--- config.mk ---
export PLATFORM = sky130hd
export DESIGN_NAME = pulse_swallow_div
export DESIGN_NICKNAME = d
export VERILOG_FILES = /design/src/rtl/psd_pkg.sv /design/src/rtl/psd_sequencer.sv /design/src/rtl/psd_swallow_ctr.sv /design/src/rtl/psd_main_ctr.sv /design/src/rtl/psd_cfg_check.sv /design/src/rtl/pulse_swallow_div.sv
export SDC_FILE = /design/constraint.sdc
export NUM_CORES = 1
export LEC_CHECK = 0
export ABC_CLOCK_PERIOD_IN_PS = 3200
export BUFFER_PORTS_ARGS = -buffer_cell sky130_fd_sc_hd__buf_2
export CAP_MARGIN = 40
export CORE_UTILIZATION = 50
export CTS_CLUSTER_DIAMETER = 60
export DETAILED_ROUTE_END_ITERATION = 7
export GPL_ROUTABILITY_DRIVEN = 1
export HOLD_SLACK_MARGIN = 0.06
export PLACE_DENSITY = 0.69
export SETUP_SLACK_MARGIN = 0.3
export SYNTH_ARGS = -nofsm -noshare
export SYNTH_HDL_FRONTEND = slang
export SYNTH_SLANG_ARGS = --single-unit
--- constraint.sdc ---
create_clock -name clk -period 3.2 [get_ports clk]
set_clock_uncertainty 0.2 [all_clocks]
set_input_delay 0.32 -clock clk [delete_from_list [all_inputs] [get_ports clk]]
set_output_delay 0.32 -clock clk [all_outputs]
set_load 0.03 [all_outputs]
--- src/rtl/psd_pkg.sv ---
package psd_pkg;

    // Default widths and limits of the divider
    parameter int unsigned SW_WIDTH  = 7;
    parameter int unsigned MN_WIDTH  = 10;
    parameter int unsigned MN_LOWEST = 8;

    // Sequencer phase: quiet zero state or counting
    typedef enum logic {
        PH_ZERO = 1'b0,
        PH_RUN  = 1'b1
    } phase_e;

    // Per-clock commands from the sequencer to the counters
    typedef struct packed {
        logic clear;
        logic load;
        logic run;
    } ctl_t;

endpackage

--- src/rtl/psd_sequencer.sv ---
module psd_sequencer
    import psd_pkg::*;
(
    input  logic clk,
    input  logic rst,
    input  logic reload_req,
    input  logic main_done,
    output ctl_t ctl,
    output logic running
);

    phase_e phase_q;
    logic   clear_now;

    assign clear_now = rst | reload_req;

    always_ff @(posedge clk) begin
        if (clear_now) begin
            phase_q <= PH_ZERO;
        end else begin
            phase_q <= PH_RUN;
        end
    end

    assign running = (phase_q == PH_RUN);

    // A load starts a cycle: out of the zero state, or after the final position
    always_comb begin
        ctl.clear = clear_now;
        ctl.load  = !clear_now && ((phase_q == PH_ZERO) || main_done);
        ctl.run   = !clear_now && (phase_q == PH_RUN) && !main_done;
    end

endmodule

--- src/rtl/psd_swallow_ctr.sv ---
module psd_swallow_ctr #(
    parameter int unsigned W = 7
) (
    input  logic         clk,
    input  logic         clear,
    input  logic         load,
    input  logic         run,
    input  logic [W-1:0] load_val,
    output logic         mod_ctrl
);

    localparam logic [W-1:0] ONE = W'(1);

    logic [W-1:0] left_q;
    logic         mc_q;

    always_ff @(posedge clk) begin
        if (clear) begin
            left_q <= '0;
            mc_q   <= 1'b0;
        end else if (load) begin
            left_q <= load_val;
            mc_q   <= (load_val == '0);
        end else if (run) begin
            if (left_q != '0) begin
                left_q <= left_q - ONE;
            end
            // High from the position at which the swallow count has expired
            mc_q <= (left_q <= ONE);
        end
    end

    assign mod_ctrl = mc_q;

endmodule

--- src/rtl/psd_main_ctr.sv ---
module psd_main_ctr #(
    parameter int unsigned W = 10
) (
    input  logic         clk,
    input  logic         clear,
    input  logic         load,
    input  logic         run,
    input  logic         running,
    input  logic [W-1:0] load_val,
    output logic         done
);

    localparam logic [W-1:0] ONE = W'(1);

    logic [W-1:0] left_q;

    always_ff @(posedge clk) begin
        if (clear) begin
            left_q <= '0;
        end else if (load) begin
            left_q <= load_val - ONE;
        end else if (run) begin
            left_q <= left_q - ONE;
        end
    end

    // The final position of a counting cycle
    assign done = running && (left_q == '0);

endmodule

--- src/rtl/psd_cfg_check.sv ---
module psd_cfg_check #(
    parameter int unsigned SW_W   = 7,
    parameter int unsigned MN_W   = 10,
    parameter int unsigned MN_MIN = 8
) (
    input  logic            clk,
    input  logic            clear,
    input  logic            load,
    input  logic [SW_W-1:0] sw_val,
    input  logic [MN_W-1:0] mn_val,
    output logic            err
);

    localparam logic [MN_W-1:0] MN_FLOOR = MN_W'(MN_MIN);

    logic bad_now;
    logic err_q;

    assign bad_now = (mn_val < MN_FLOOR) || (mn_val <= MN_W'(sw_val));

    always_ff @(posedge clk) begin
        if (clear) begin
            err_q <= 1'b0;
        end else if (load) begin
            err_q <= bad_now;
        end
    end

    assign err = err_q;

endmodule

--- src/rtl/pulse_swallow_div.sv ---
module pulse_swallow_div
    import psd_pkg::*;
#(
    parameter int unsigned SW_W   = SW_WIDTH,
    parameter int unsigned MN_W   = MN_WIDTH,
    parameter int unsigned MN_MIN = MN_LOWEST
) (
    input  logic            clk,
    input  logic            rst,
    input  logic [SW_W-1:0] cfg_a,
    input  logic [MN_W-1:0] cfg_m,
    input  logic            reload_req,
    output logic            mod_ctrl,
    output logic            term_pulse,
    output logic            cfg_err
);

    ctl_t ctl;
    logic running;
    logic main_done;

    psd_sequencer u_seq (
        .clk        (clk),
        .rst        (rst),
        .reload_req (reload_req),
        .main_done  (main_done),
        .ctl        (ctl),
        .running    (running)
    );

    psd_swallow_ctr #(.W(SW_W)) u_swallow (
        .clk      (clk),
        .clear    (ctl.clear),
        .load     (ctl.load),
        .run      (ctl.run),
        .load_val (cfg_a),
        .mod_ctrl (mod_ctrl)
    );

    psd_main_ctr #(.W(MN_W)) u_main (
        .clk      (clk),
        .clear    (ctl.clear),
        .load     (ctl.load),
        .run      (ctl.run),
        .running  (running),
        .load_val (cfg_m),
        .done     (main_done)
    );

    psd_cfg_check #(.SW_W(SW_W), .MN_W(MN_W), .MN_MIN(MN_MIN)) u_check (
        .clk    (clk),
        .clear  (ctl.clear),
        .load   (ctl.load),
        .sw_val (cfg_a),
        .mn_val (cfg_m),
        .err    (cfg_err)
    );

    assign term_pulse = main_done;

endmodule

Word level (Yosys, flattened, before mapping)
Cells that the tools add are included.
Storage, ports and cells
  register bits: 20
  input port bits: 20
  output and inout bits: 3
  word-level logic and storage cells: 35
Cells by class
  $add $sub $neg: 3
  $lt $le $gt $ge: 3
  multiplexer cells: 8
  bitwise logic cells: 2
  reductions and logical operators: 14
Operators with widths (count)
  7-bit two-way mux: 3
  10-bit two-way mux: 2
  10-bit by 1-bit subtractor with 10-bit output (second input constant): 2
  10-bit by 7-bit <= comparator with 1-bit output: 1
  10-bit zero test: 1
  10-bit by 4-bit less-than comparator with 1-bit output (second input constant): 1
  7-bit by 1-bit <= comparator with 1-bit output (second input constant): 1
  7-bit zero test: 1
  7-bit nonzero test: 1
  7-bit by 1-bit subtractor with 7-bit output (second input constant): 1
  1-bit logical AND: 4
  2-bit nonzero test: 2
  1-bit two-way mux: 3
  1-bit zero test: 2
  1-bit logical OR: 2
  2-bit AND reduction: 1
  1-bit inverter: 1
  1-bit bitwise OR: 1

Logic depth before layout (Yosys ltp)
Gate-level depths: netlist (run 1).
  depth in word-level cells: 6
  depth in mapped cells: 10
  depth with buffers taken out: 9

Hierarchy
Synthesis (run 1) repeated with hierarchy kept, for this count alone.
Unflattened totals
  cell total of the unflattened synthesis: 192
  area total of the unflattened synthesis: 1572.8 sq um
Modules (own cells, without submodules)
  psd_main_ctr: times used 1, cells each 90, area each 755.7 sq um, seq. area each 200.2 sq um
  psd_swallow_ctr: times used 1, cells each 65, area each 531.8 sq um, seq. area each 160.2 sq um
  psd_cfg_check: times used 1, cells each 30, area each 229.0 sq um, seq. area each 20.0 sq um
  psd_sequencer: times used 1, cells each 7, area each 56.3 sq um, seq. area each 20.0 sq um

Worst setup path after synthesis (run 1)
No wires, ideal clock.
  path type: reg2out
  start: register u_main.left_q[0]
  end: output term_pulse
  data arrival time: 2.232 ns
  required time: 2.680 ns
  setup slack: 0.448 ns
  cell stages (with the launch flop): 4
  path buffers: 0
  cell sequence: dfxtp_1 or4_1 or2_1 nor4b_1
Between the ends
  longest elaborated chain between the ends: 2
RTL lines
  start: declaration: line psd_main_ctr.sv:15  | logic [W-1:0] left_q;
  start signal: assignment: line psd_main_ctr.sv:21  | left_q <= load_val - ONE;
  start signal: assignment: line psd_main_ctr.sv:23  | left_q <= left_q - ONE;
  10-bit zero test: line psd_main_ctr.sv:28  | assign done = running && (left_q == '0);
  1-bit logical AND: line psd_main_ctr.sv:28
  end: declaration: line pulse_swallow_div.sv:14  | output logic term_pulse,
Every way passes these cells.

Final worst setup path (run 1)
  start: register u_main.left_q[9]
  end: register u_main.left_q[8]
Between the ends
  longest elaborated chain between the ends: 5
  elaborated cells between the ends (all ways): 8
  classes of those cells: mux (1); reduce/logical (7)
RTL lines (line)
  10-bit zero test (*): psd_main_ctr.sv:28
  1-bit logical AND (*): psd_main_ctr.sv:28
  1-bit logical OR or 1-bit zero test (tied branches): psd_sequencer.sv:30, psd_sequencer.sv:31
  1-bit logical AND (on tied branches): psd_sequencer.sv:30, psd_sequencer.sv:31
  10-bit two-way mux or 2-bit nonzero test (tied branches)
Every way passes the cells marked *; elsewhere a longest branch is shown, timed or not.
A chain may end at the register's enable or synchronous reset.

==> key figures, run 1 <==
Run status
  – Result of the run: finished clean

Layout
  – Area grow syn2layout: 12.53%
  – Final net count: 230
  – Most frequent standard cell in the layout excluding fill and tap cells: buf_2
  – Count of inserted antenna diode cells: 0
  – Filler cell count in the final layout: 260
  – Share of final-layout standard cells stronger than drive strength 1: 0.2010
  – Most frequent cells in the layout: buf_2 (22), dfxtp_1 (20), nand2_1 (14)

STA
  – Setup total negative slack: 0 ns
  – # setup viols final: 0
  – Unrepaired setup endpoints after global routing: no
  – Minimum period implied by the final worst setup slack: between 2 and 3 ns
  – Number of endpoints with negative hold slack in the final report: 0
  – Slew at the pin with the worst max-slew slack: 0.6273 ns
  – Remaining max-slew budget at the tightest pin: 0.5780
  – Final Max Tran Viols: 0
  – Maximum frequency from static timing analysis: 0.3613 GHz
  – Final period utilization: 0.8650

Route
  – Final antenna-violating net count: 0
  – Total number of vias: between 1000 and 1500
  – Total routed wirelength: between 3 and 4 mm
  – Drt first pass iters: 4
  – Count of unresolved DRC violations after routing: 0
  – Avg Vias per Cell: between 6 and 7
  – Number of design-rule violations left by the first detailed-router iteration: a little under 70
  – Average routed wire per standard cell: 15.98 µm

Global route
  – Via count of the first global-routing pass: around 1400
  – Global route overflow: 0
  – Initial antenna violation count: 0
  – First-pass GRT wire length: about 6 mm
  – Pin count of the biggest net entering global routing: 20
  – Overall track demand over capacity in global routing: 0.2575

CTS
  – Clock root buffer: clkbuf_4
  – Insertion delay of the later-clocked pin in the worst-skew pair: between 0.3 and 0.4 ns
  – Number of buffers inserted during clock tree synthesis: 3
  – Clock transition at path regs: around 0.12 ns
  – Hold-fix buffers at CTS: 0
  – CTS max path bufs: 2
  – Clock tree from TritonCTS: done
  – Cts repair resizes: 0
  – CTS H-tree lvls: 1
  – Sink Count: 20
  – Setup Buffers After CTS: 0

Place
  – Post-detailed-placement half-perimeter wirelength: between 2 and 3 mm
  – Port Buf Inserts: 22
  – Routability congestion estimate from global placement: 0.9036

Logic synthesis
  – Top post-synthesis cells by area: dfxtp_1 (28%), ha_1 (8.8%), mux2i_1 (4.9%)
  – Library cell with the largest summed area after synthesis: dfxtp_1
  – Share of the synthesized area in compound gates (AO/OA/AOI/OAI): 0.1849
  – Post-synth EDFFs: 0
  – Main combinational cell family by area after synthesis: simple AND/OR/NAND/NOR gates
  – Part of the Yosys area used for sequential elements: 0.2805
  – Avg Inst Size Synth: around 8.2 µm²
  – Mux contribution to synthesized area: 0.05697
  – Post-synthesis share of cell area spent on full adders, half adders and majority gates: 0.08764
  – Distinct cells, synth: between 50 and 60
  – Syn. warnings: 0
  – Proportion of synthesized flip-flops having asynchronous set or reset: 0
  – Synthesized net count: a little over 200
  – Total standard cell area after synthesis: around 0.0014 mm²
  – Post-synthesis sequential element count: 20
  – Most instantiated flip-flop cell in the synthesis netlist: dfxtp_1
  – Synthesized netlist cell count: approximately 180
  – Area share of the leading cell type in the synthesized netlist: 0.2805
  – Share of the synthesized netlist area taken by xor and xnor gates: 0.03681
  – Post-synthesis share of cell area spent on and, or, nand and nor gates: 0.2989

Worst setup path
  – Startpoint Class: flop
  – Endpoint arrival time on the critical path: 2.76 ns
  – Critical path class: reg2reg
  – Maximum fanout encountered on the critical timing path: 5
  – Required time of the worst setup path: between 3 and 4 ns
  – Capturing element type of the critical path: flop

Floorplanning
  – Number of placed I/O pins: 23
  – Die footprint: about 0.0031 mm²
  – FP Rows: 19
  – Die Ht: around 55 µm
  – Starting density of the core: 0.5222
  – Placeable core area: approximately 0.0027 mm²
  – Horizontal die dimension: ~55 µm

Job
  – Number of max-cap violations: 0

Power
  – Worst IR Drop VDD: between 0.2 and 0.3 mV
  – Power per unit of standard cell area: 439.6 mW/mm²
  – Total chip power: between 0.7 and 0.8 mW
  – LEAKAGE: 0.6797 nW

Min path
  – Hold/Removal Path Class: in2reg
==> worst paths after layout <==
check                         from                  end  slack (ns)  cells past startpoint
setup / recovery  u_main.left_q[9]     u_main.left_q[8]        0.43                      9
hold / removal            cfg_a[6]  u_swallow.left_q[6]        0.07                      3
setup reg to reg  u_main.left_q[9]     u_main.left_q[8]        0.43                      9
hold reg to reg        u_check.err          u_check.err        0.28                      2
==> logic make-up after synthesis <==
kind of cell / after synthesis
AO/OA/AOI/OAI: 39
adder cells (fa/ha/maj): 10
flip-flops: 20
buffers and inverters: 18
XOR/XNOR: 6
AND/OR/NAND/NOR: 74
multiplexers: 8
==> through the flow <==
stage          worst slack, ns    util  hold WS [ns]  instance area, µm²  instances
6_report                0.4319  0.5876       0.06923                1607        230
5_1_grt                 0.3130  0.5876       0.06804                1607        230
4_1_cts                 0.4302  0.5876       0.06296                1607        230
3_5_place_dp            0.4795  0.5744        0.2620                1570        226
3_3_place_gp            0.5656  0.5744        0.2563                1570        226
2_1_floorplan           0.4482       -        0.2560                1428        175
==> power breakdown <==
| group | total, mW | internal [mW] | switching, mW |
|---|---|---|---|
| Combinational | 0.265 | 0.115 | 0.150 |
| Clock | 0.151 | 0.0695 | 0.0814 |
| Sequential | 0.290 | 0.268 | 0.0219 |
| Total | 0.706 | 0.453 | 0.254 |
==> per-layer routing <==
| metal | vias up | global-route usage | wire length [µm] |
|---|---|---|---|
| met4 | 0 | 0.1250 | 70 |
| met2 | 64 | 0.4286 | 1780 |
| met3 | 7 | 0.04450 | 294 |
| met5 | - | 0 | 0 |
| met1 | 680 | 0.3211 | 1529 |
| li1 | 692 | - | - |
==> synthesized netlist by cell type (2+ instances only) <==
| cell type | count |
|---|---|
| nand4_1 | 3 |
| clkbuf_1 | 2 |
| o31a_1 | 2 |
| nor4b_1 | 2 |
| o21ai_1 | 3 |
| xnor2_1 | 5 |
| nor4_1 | 4 |
| dfxtp_1 | 20 |
| o21ai_0 | 5 |
| or2_2 | 3 |
| ha_1 | 10 |
| o211ai_1 | 2 |
| nand2b_1 | 3 |
| inv_1 | 12 |
| a22oi_1 | 2 |
| a21oi_1 | 13 |
| nand2_1 | 14 |
| mux2i_1 | 7 |
| nand3b_1 | 2 |
| nand3_1 | 4 |
| or3_1 | 2 |
| nor2b_1 | 3 |
| nor3_1 | 12 |
| nor3b_2 | 2 |
| nor2_1 | 11 |
| buf_2 | 2 |
==> state kept, by name, indices dropped and copies added, names as in the netlist <==
signal / flops
u_check.err: 1
u_main.left_q: 10
u_seq.running: 1
u_swallow.left_q: 7
u_swallow.mod_ctrl: 1
==> critical path, stage by stage (launching register included) <==
cell and delay, ns:
dfxtp_1 0.35, or4_4 0.57, o41a_1 0.47, nor2_4 0.13, a22oi_1 0.10, ha_1 0.24
o211ai_1 0.16, nand2b_1 0.20, o21ai_1 0.08, nor3b_2 0.15
==> area by class of cell <==
cell class                 instances  area [µm²]  share of cell area
clock buffer                       4       36.28             0.02259
inverter                          13       48.80             0.03037
multi-input combinational        137       949.7              0.5911
sequential                        20       400.4              0.2492
tap                               31       38.79             0.02414
timing repair buffer              25       132.6             0.08255
No activity file was read; power rests on OpenSTA's default activity.
==> run 2, diff against run 1 <==
- ABC_CLOCK_PERIOD_IN_PS: 3200 -> unset
- clock period: 3.2 -> 3.5 ns (I/O delays scaled with it)
==> run 2 against run 1 <==
Cell area up 0.31%. Global-route usage decreased by 0.75 points. Non-clock buffer count down 1. Combinational power down 11%. Total power down 0.74%. Sequential power decreased by 8.3%. Wire length shrank 0.30%. First-iteration DRC count rose by 46%. Critical endpoint unchanged. Largest power group unchanged.
==> key figures, run 2 (synthesized netlist as in run 1, its figures left out) <==
Layout
  – Filler cell count in the final layout: between 200 and 300
  – Final net count: between 200 and 250
  – Leading registers by flop count: u_main.left_q (10), u_swallow.left_q (7)
  – Area grow syn2layout: 12.88%
  – Share of final-layout standard cells stronger than drive strength 1: 0.1919
  – Fraction of the core area covered by cells at the end of the flow: 0.5895
  – Most frequent cells in the layout: buf_2 (22), dfxtp_1 (20), nand2_1 (14)
  – Number of flip-flops in the largest register: 10
  – Count of inserted antenna diode cells: 0
  – Reg with most FFs: u_main.left_q
  – Most frequent standard cell in the layout excluding fill and tap cells: buf_2

Global route
  – Via count of the first global-routing pass: roughly 1400
  – Overall track demand over capacity in global routing: 0.2500
  – Global route overflow: 0
  – Initial antenna violation count: 0
  – Pin count of the biggest net entering global routing: 20
  – First-pass GRT wire length: a little over 6 mm

Route
  – Total number of vias: roughly 1400
  – Number of design-rule violations left by the first detailed-router iteration: 99
  – Count of unresolved DRC violations after routing: 0
  – Drt first pass iters: 6
  – Avg Vias per Cell: roughly 6.1
  – Final antenna-violating net count: 0
  – Average routed wire per standard cell: around 16 µm
  – Total routed wirelength: about 3.7 mm

Worst setup path
  – Startpoint Class: flop
  – Capturing element type of the critical path: flop
  – Endpoint arrival time on the critical path: ~3 ns
  – Maximum fanout encountered on the critical timing path: 12
  – Required time of the worst setup path: between 3 and 4 ns
  – Critical path class: reg2reg

STA
  – Worst hold slack after final layout: between 0.08 and 0.09 ns
  – Final period utilization: 0.8589
  – Maximum frequency from static timing analysis: 0.3327 GHz
  – Number of endpoints with negative hold slack in the final report: 0
  – # setup viols final: 0
  – Slew at the pin with the worst max-slew slack: about 0.62 ns
  – Setup total negative slack: 0 ns
  – Minimum period implied by the final worst setup slack: 3.006 ns
  – Final Max Tran Viols: 0
  – Remaining max-slew budget at the tightest pin: 0.5810
  – Unrepaired setup endpoints after global routing: no

Place
  – Post-detailed-placement half-perimeter wirelength: about 2.9 mm
  – Port Buf Inserts: 22
  – Routability congestion estimate from global placement: roughly 0.94

Floorplanning
  – Placeable core area: 0.002734 mm²
  – Die footprint: approximately 0.0031 mm²
  – Die Ht: roughly 55 µm
  – Number of placed I/O pins: 23
  – FP Rows: 19
  – Horizontal die dimension: between 50 and 60 µm
  – Starting density of the core: 0.5222

CTS
  – Sink Count: 20
  – Cts repair resizes: 0
  – Setup Buffers After CTS: 0
  – CTS max path bufs: 2
  – Clock tree from TritonCTS: done
  – CTS H-tree lvls: 1
  – Insertion delay of the later-clocked pin in the worst-skew pair: between 0.3 and 0.4 ns
  – Number of buffers inserted during clock tree synthesis: 3
  – Clock transition at path regs: 0.13 ns
  – Hold-fix buffers at CTS: 0
  – Clock root buffer: clkbuf_4

Power
  – LEAKAGE: approximately 0.68 nW
  – Power per unit of standard cell area: around 440 mW/mm²
  – Worst IR Drop VDD: between 0.2 and 0.3 mV

Min path
  – Hold/Removal Path Class: in2reg

Run status
  – Result of the run: finished clean

Job
  – Number of max-cap violations: 0
## run 2: worst paths after layout
kind,cells past startpoint,from,end,slack (ns)
worst max register to register,9,u_main.left_q[9],u_main.left_q[8],0.49
worst max-delay path,9,u_main.left_q[9],u_main.left_q[8],0.49
worst min-delay path,3,cfg_a[6],u_swallow.left_q[6],0.08
worst min register to register,2,u_check.err,u_check.err,0.28
## run 2: area by class of cell
cell class	count	area (µm²)	share of cell area
Multi-Input combinational cell	137	949.7	0.5893
Sequential cell	20	400.4	0.2484
Timing Repair Buffer	24	121.4	0.07531
Inverter	13	48.80	0.03028
Tap cell	31	38.79	0.02407
Clock inverter	1	30.03	0.01863
Clock buffer	3	22.52	0.01398
## run 2: metrics by stage
stage	instances	setup WS (ns)	total power [mW]	instance area, µm²
3_5_place_dp	225	0.5451	0.5038	1559
2_1_floorplan	175	0.7182	0.4421	1428
3_3_place_gp	224	0.6477	0.4948	1555
4_1_cts	229	0.5078	0.6950	1612
5_1_grt	229	0.3583	0.7418	1612
6_report	229	0.4939	0.7010	1612
## run 2: critical path, stage by stage (launching register included)
cell and delay (ns):
dfxtp_1 0.35, or4_4 0.57, o41a_1 0.47, nor2_4 0.30, a22oi_1 0.15, ha_1 0.24
o211ai_1 0.15, nand2b_1 0.21, o21ai_1 0.08, nor3b_2 0.16
## run 2: per-layer routing
layer  share of wire  GRT usage  routed length, µm
met4           0.019     0.1107                 70
met3           0.045    0.03747                164
met5               0          0                  0
met2            0.47     0.4079               1737
met1            0.46     0.3265               1691
## run 2: where the power goes
part	internal [mW]	switching [mW]
Combinational	0.101	0.137
Clock	0.116	0.0814
Sequential	0.245	0.0208
Total	0.462	0.239
==> run 3, diff against run 2 <==
- CORE_UTILIZATION: 50 -> 60
- CTS_CLUSTER_SIZE: unset -> 30
- PLACE_DENSITY: 0.69 -> 0.81
==> run 3 against run 2 <==
Cell area shrank 0.23%. Non-clock buffer count did not move. Final cell count is 1.3% lower. Die area shrank 16%. Total power fell by 0.14%. Core utilization rose by 13 points. Hold slack gained 0.012 ns. Critical path depth unchanged. Register-to-register slack about the same. Highest routed layer unchanged.
==> key figures, run 3 (synthesized netlist as in run 1, its figures left out) <==
Worst setup path
  – Maximum fanout encountered on the critical timing path: 12
  – Worst setup path startpoint: u_main.left_q[0]
  – Required time of the worst setup path: between 3 and 4 ns
  – Startpoint Class: flop
  – Critical path class: reg2reg
  – Endpoint arrival time on the critical path: 2.99 ns
  – Critical register-to-register path startpoint: u_main.left_q[0]
  – Capturing element type of the critical path: flop

Global route
  – First-pass GRT wire length: about 6.3 mm
  – Initial antenna violation count: 0
  – Via count of the first global-routing pass: ~1400
  – Pin count of the biggest net entering global routing: 20
  – Global route overflow: 0
  – Overall track demand over capacity in global routing: 0.3302

Floorplanning
  – FP Rows: 17
  – Horizontal die dimension: between 50 and 60 µm
  – Starting density of the core: 0.6392
  – Placeable core area: about 0.0022 mm²
  – Number of placed I/O pins: 23
  – Die footprint: approximately 0.0026 mm²
  – Die Ht: 50.78 µm

Route
  – Drt first pass iters: 4
  – Average routed wire per standard cell: approximately 16 µm
  – Count of unresolved DRC violations after routing: 0
  – Avg Vias per Cell: 6.155
  – Total number of vias: about 1400
  – Final antenna-violating net count: 0
  – Total routed wirelength: roughly 3.6 mm
  – Number of design-rule violations left by the first detailed-router iteration: 32

Power
  – Net switching power: between 0.2 and 0.25 mW
  – Fraction of power spent switching nets: 0.3395
  – Clock network power share: 0.279
  – LEAKAGE: ~0.68 nW
  – Internal power: roughly 0.46 mW
  – Power per unit of standard cell area: 435.4 mW/mm²
  – Sequential share of power: 0.380
  – Worst IR Drop VDD: between 0.3 and 0.4 mV
  – Part of the total power dissipated in combinational logic: 0.341

Layout
  – Area grow syn2layout: 12.62%
  – Share of final-layout standard cells stronger than drive strength 1: 0.1919
  – Reg with most FFs: u_main.left_q
  – Number of flip-flops in the largest register: 10
  – Most frequent cells in the layout: buf_2 (22), dfxtp_1 (20), nand2_1 (14)
  – Filler cell count in the final layout: 182
  – Leading registers by flop count: u_main.left_q (10), u_swallow.left_q (7)
  – Final net count: 229
  – Most frequent standard cell in the layout excluding fill and tap cells: buf_2
  – Count of inserted antenna diode cells: 0
  – Fraction of the core area covered by cells at the end of the flow: 0.7199

CTS
  – Hold-fix buffers at CTS: 0
  – CTS max path bufs: 2
  – Cts repair resizes: 0
  – Setup Buffers After CTS: 0
  – Sink Count: 20
  – Number of buffers inserted during clock tree synthesis: 3
  – Clock tree from TritonCTS: done
  – Clock transition at path regs: approximately 0.13 ns
  – Clock root buffer: clkbuf_4
  – Insertion delay of the later-clocked pin in the worst-skew pair: slightly above 0.3 ns
  – CTS H-tree lvls: 1

STA
  – Slew at the pin with the worst max-slew slack: 0.5383 ns
  – Maximum frequency from static timing analysis: 0.3342 GHz
  – Minimum period implied by the final worst setup slack: 2.992 ns
  – Final period utilization: 0.8549
  – Unrepaired setup endpoints after global routing: no
  – Remaining max-slew budget at the tightest pin: 0.6361
  – # setup viols final: 0
  – Worst hold slack after final layout: approximately 0.096 ns
  – Number of endpoints with negative hold slack in the final report: 0
  – Final Max Tran Viols: 0
  – Setup total negative slack: 0 ns

Min path
  – Hold Path Origin: cfg_a[6]
  – Hold/Removal Path Class: in2reg

Run status
  – Result of the run: finished clean

Job
  – Number of max-cap violations: 0

Place
  – Post-detailed-placement half-perimeter wirelength: approximately 2.8 mm
  – Routability congestion estimate from global placement: roughly 0.95
  – Port Buf Inserts: 22
[run 3: cell counts in the layout (fill, tap and decap cells not counted)]
Identical to the previous run, type by type.
[run 3: per-stage QoR]
step / setup WS (ns) / power (mW) / std cells / area, µm²
after floorplan: 0.7182 / 0.4421 / 175 / 1428
after global placement: 0.6585 / 0.4934 / 221 / 1551
after detailed placement: 0.5697 / 0.5039 / 222 / 1555
after CTS: 0.5310 / 0.6973 / 226 / 1608
after global routing: 0.3591 / 0.7441 / 226 / 1608
final: 0.5080 / 0.7000 / 226 / 1608
[run 3: worst paths after layout]
path / endpoint / slack (ns) / cells after the start
worst min-delay path: u_swallow.left_q[6] / 0.1 / 3
worst max register to register: u_main.left_q[8] / 0.51 / 9
worst min register to register: u_check.err / 0.29 / 2
worst max-delay path: u_main.left_q[8] / 0.51 / 9
[run 3: worst max-delay path: stages (launching register included)]
cell      delay, ns
dfxtp_1        0.34
or4_1          0.62
o41a_1         0.45
nor2_4         0.30
a22oi_1        0.15
ha_1           0.24
o211ai_1       0.15
nand2b_1       0.19
o21ai_1        0.08
nor3b_2        0.16
[run 3: final cells by class]
class                   instances  area (µm²)  share of cell area
multi-input cells             137       949.7              0.5907
flip-flops and latches         20       400.4              0.2490
repair buffers                 24       121.4             0.07549
inverters                      13       48.80             0.03035
well taps                      28       35.03             0.02179
clock inverters                 1       30.03             0.01868
clock buffers                   3       22.52             0.01401
[run 3: per-layer routing]
layer | GRT usage | wire [µm]
met4 | 0.1343 | 93
met5 | 0 | 0
met2 | 0.5889 | 1849
met3 | 0.05152 | 174
met1 | 0.3883 | 1513
[run 3: power groups by stage]
stage,clock network [mW],logic (mW),registers (mW)
after floorplan,0,0.177,0.265
after global placement,0,0.225,0.268
after detailed placement,0,0.234,0.270
after CTS,0.196,0.237,0.265
after global routing,0.207,0.268,0.269
final,0.195,0.239,0.266
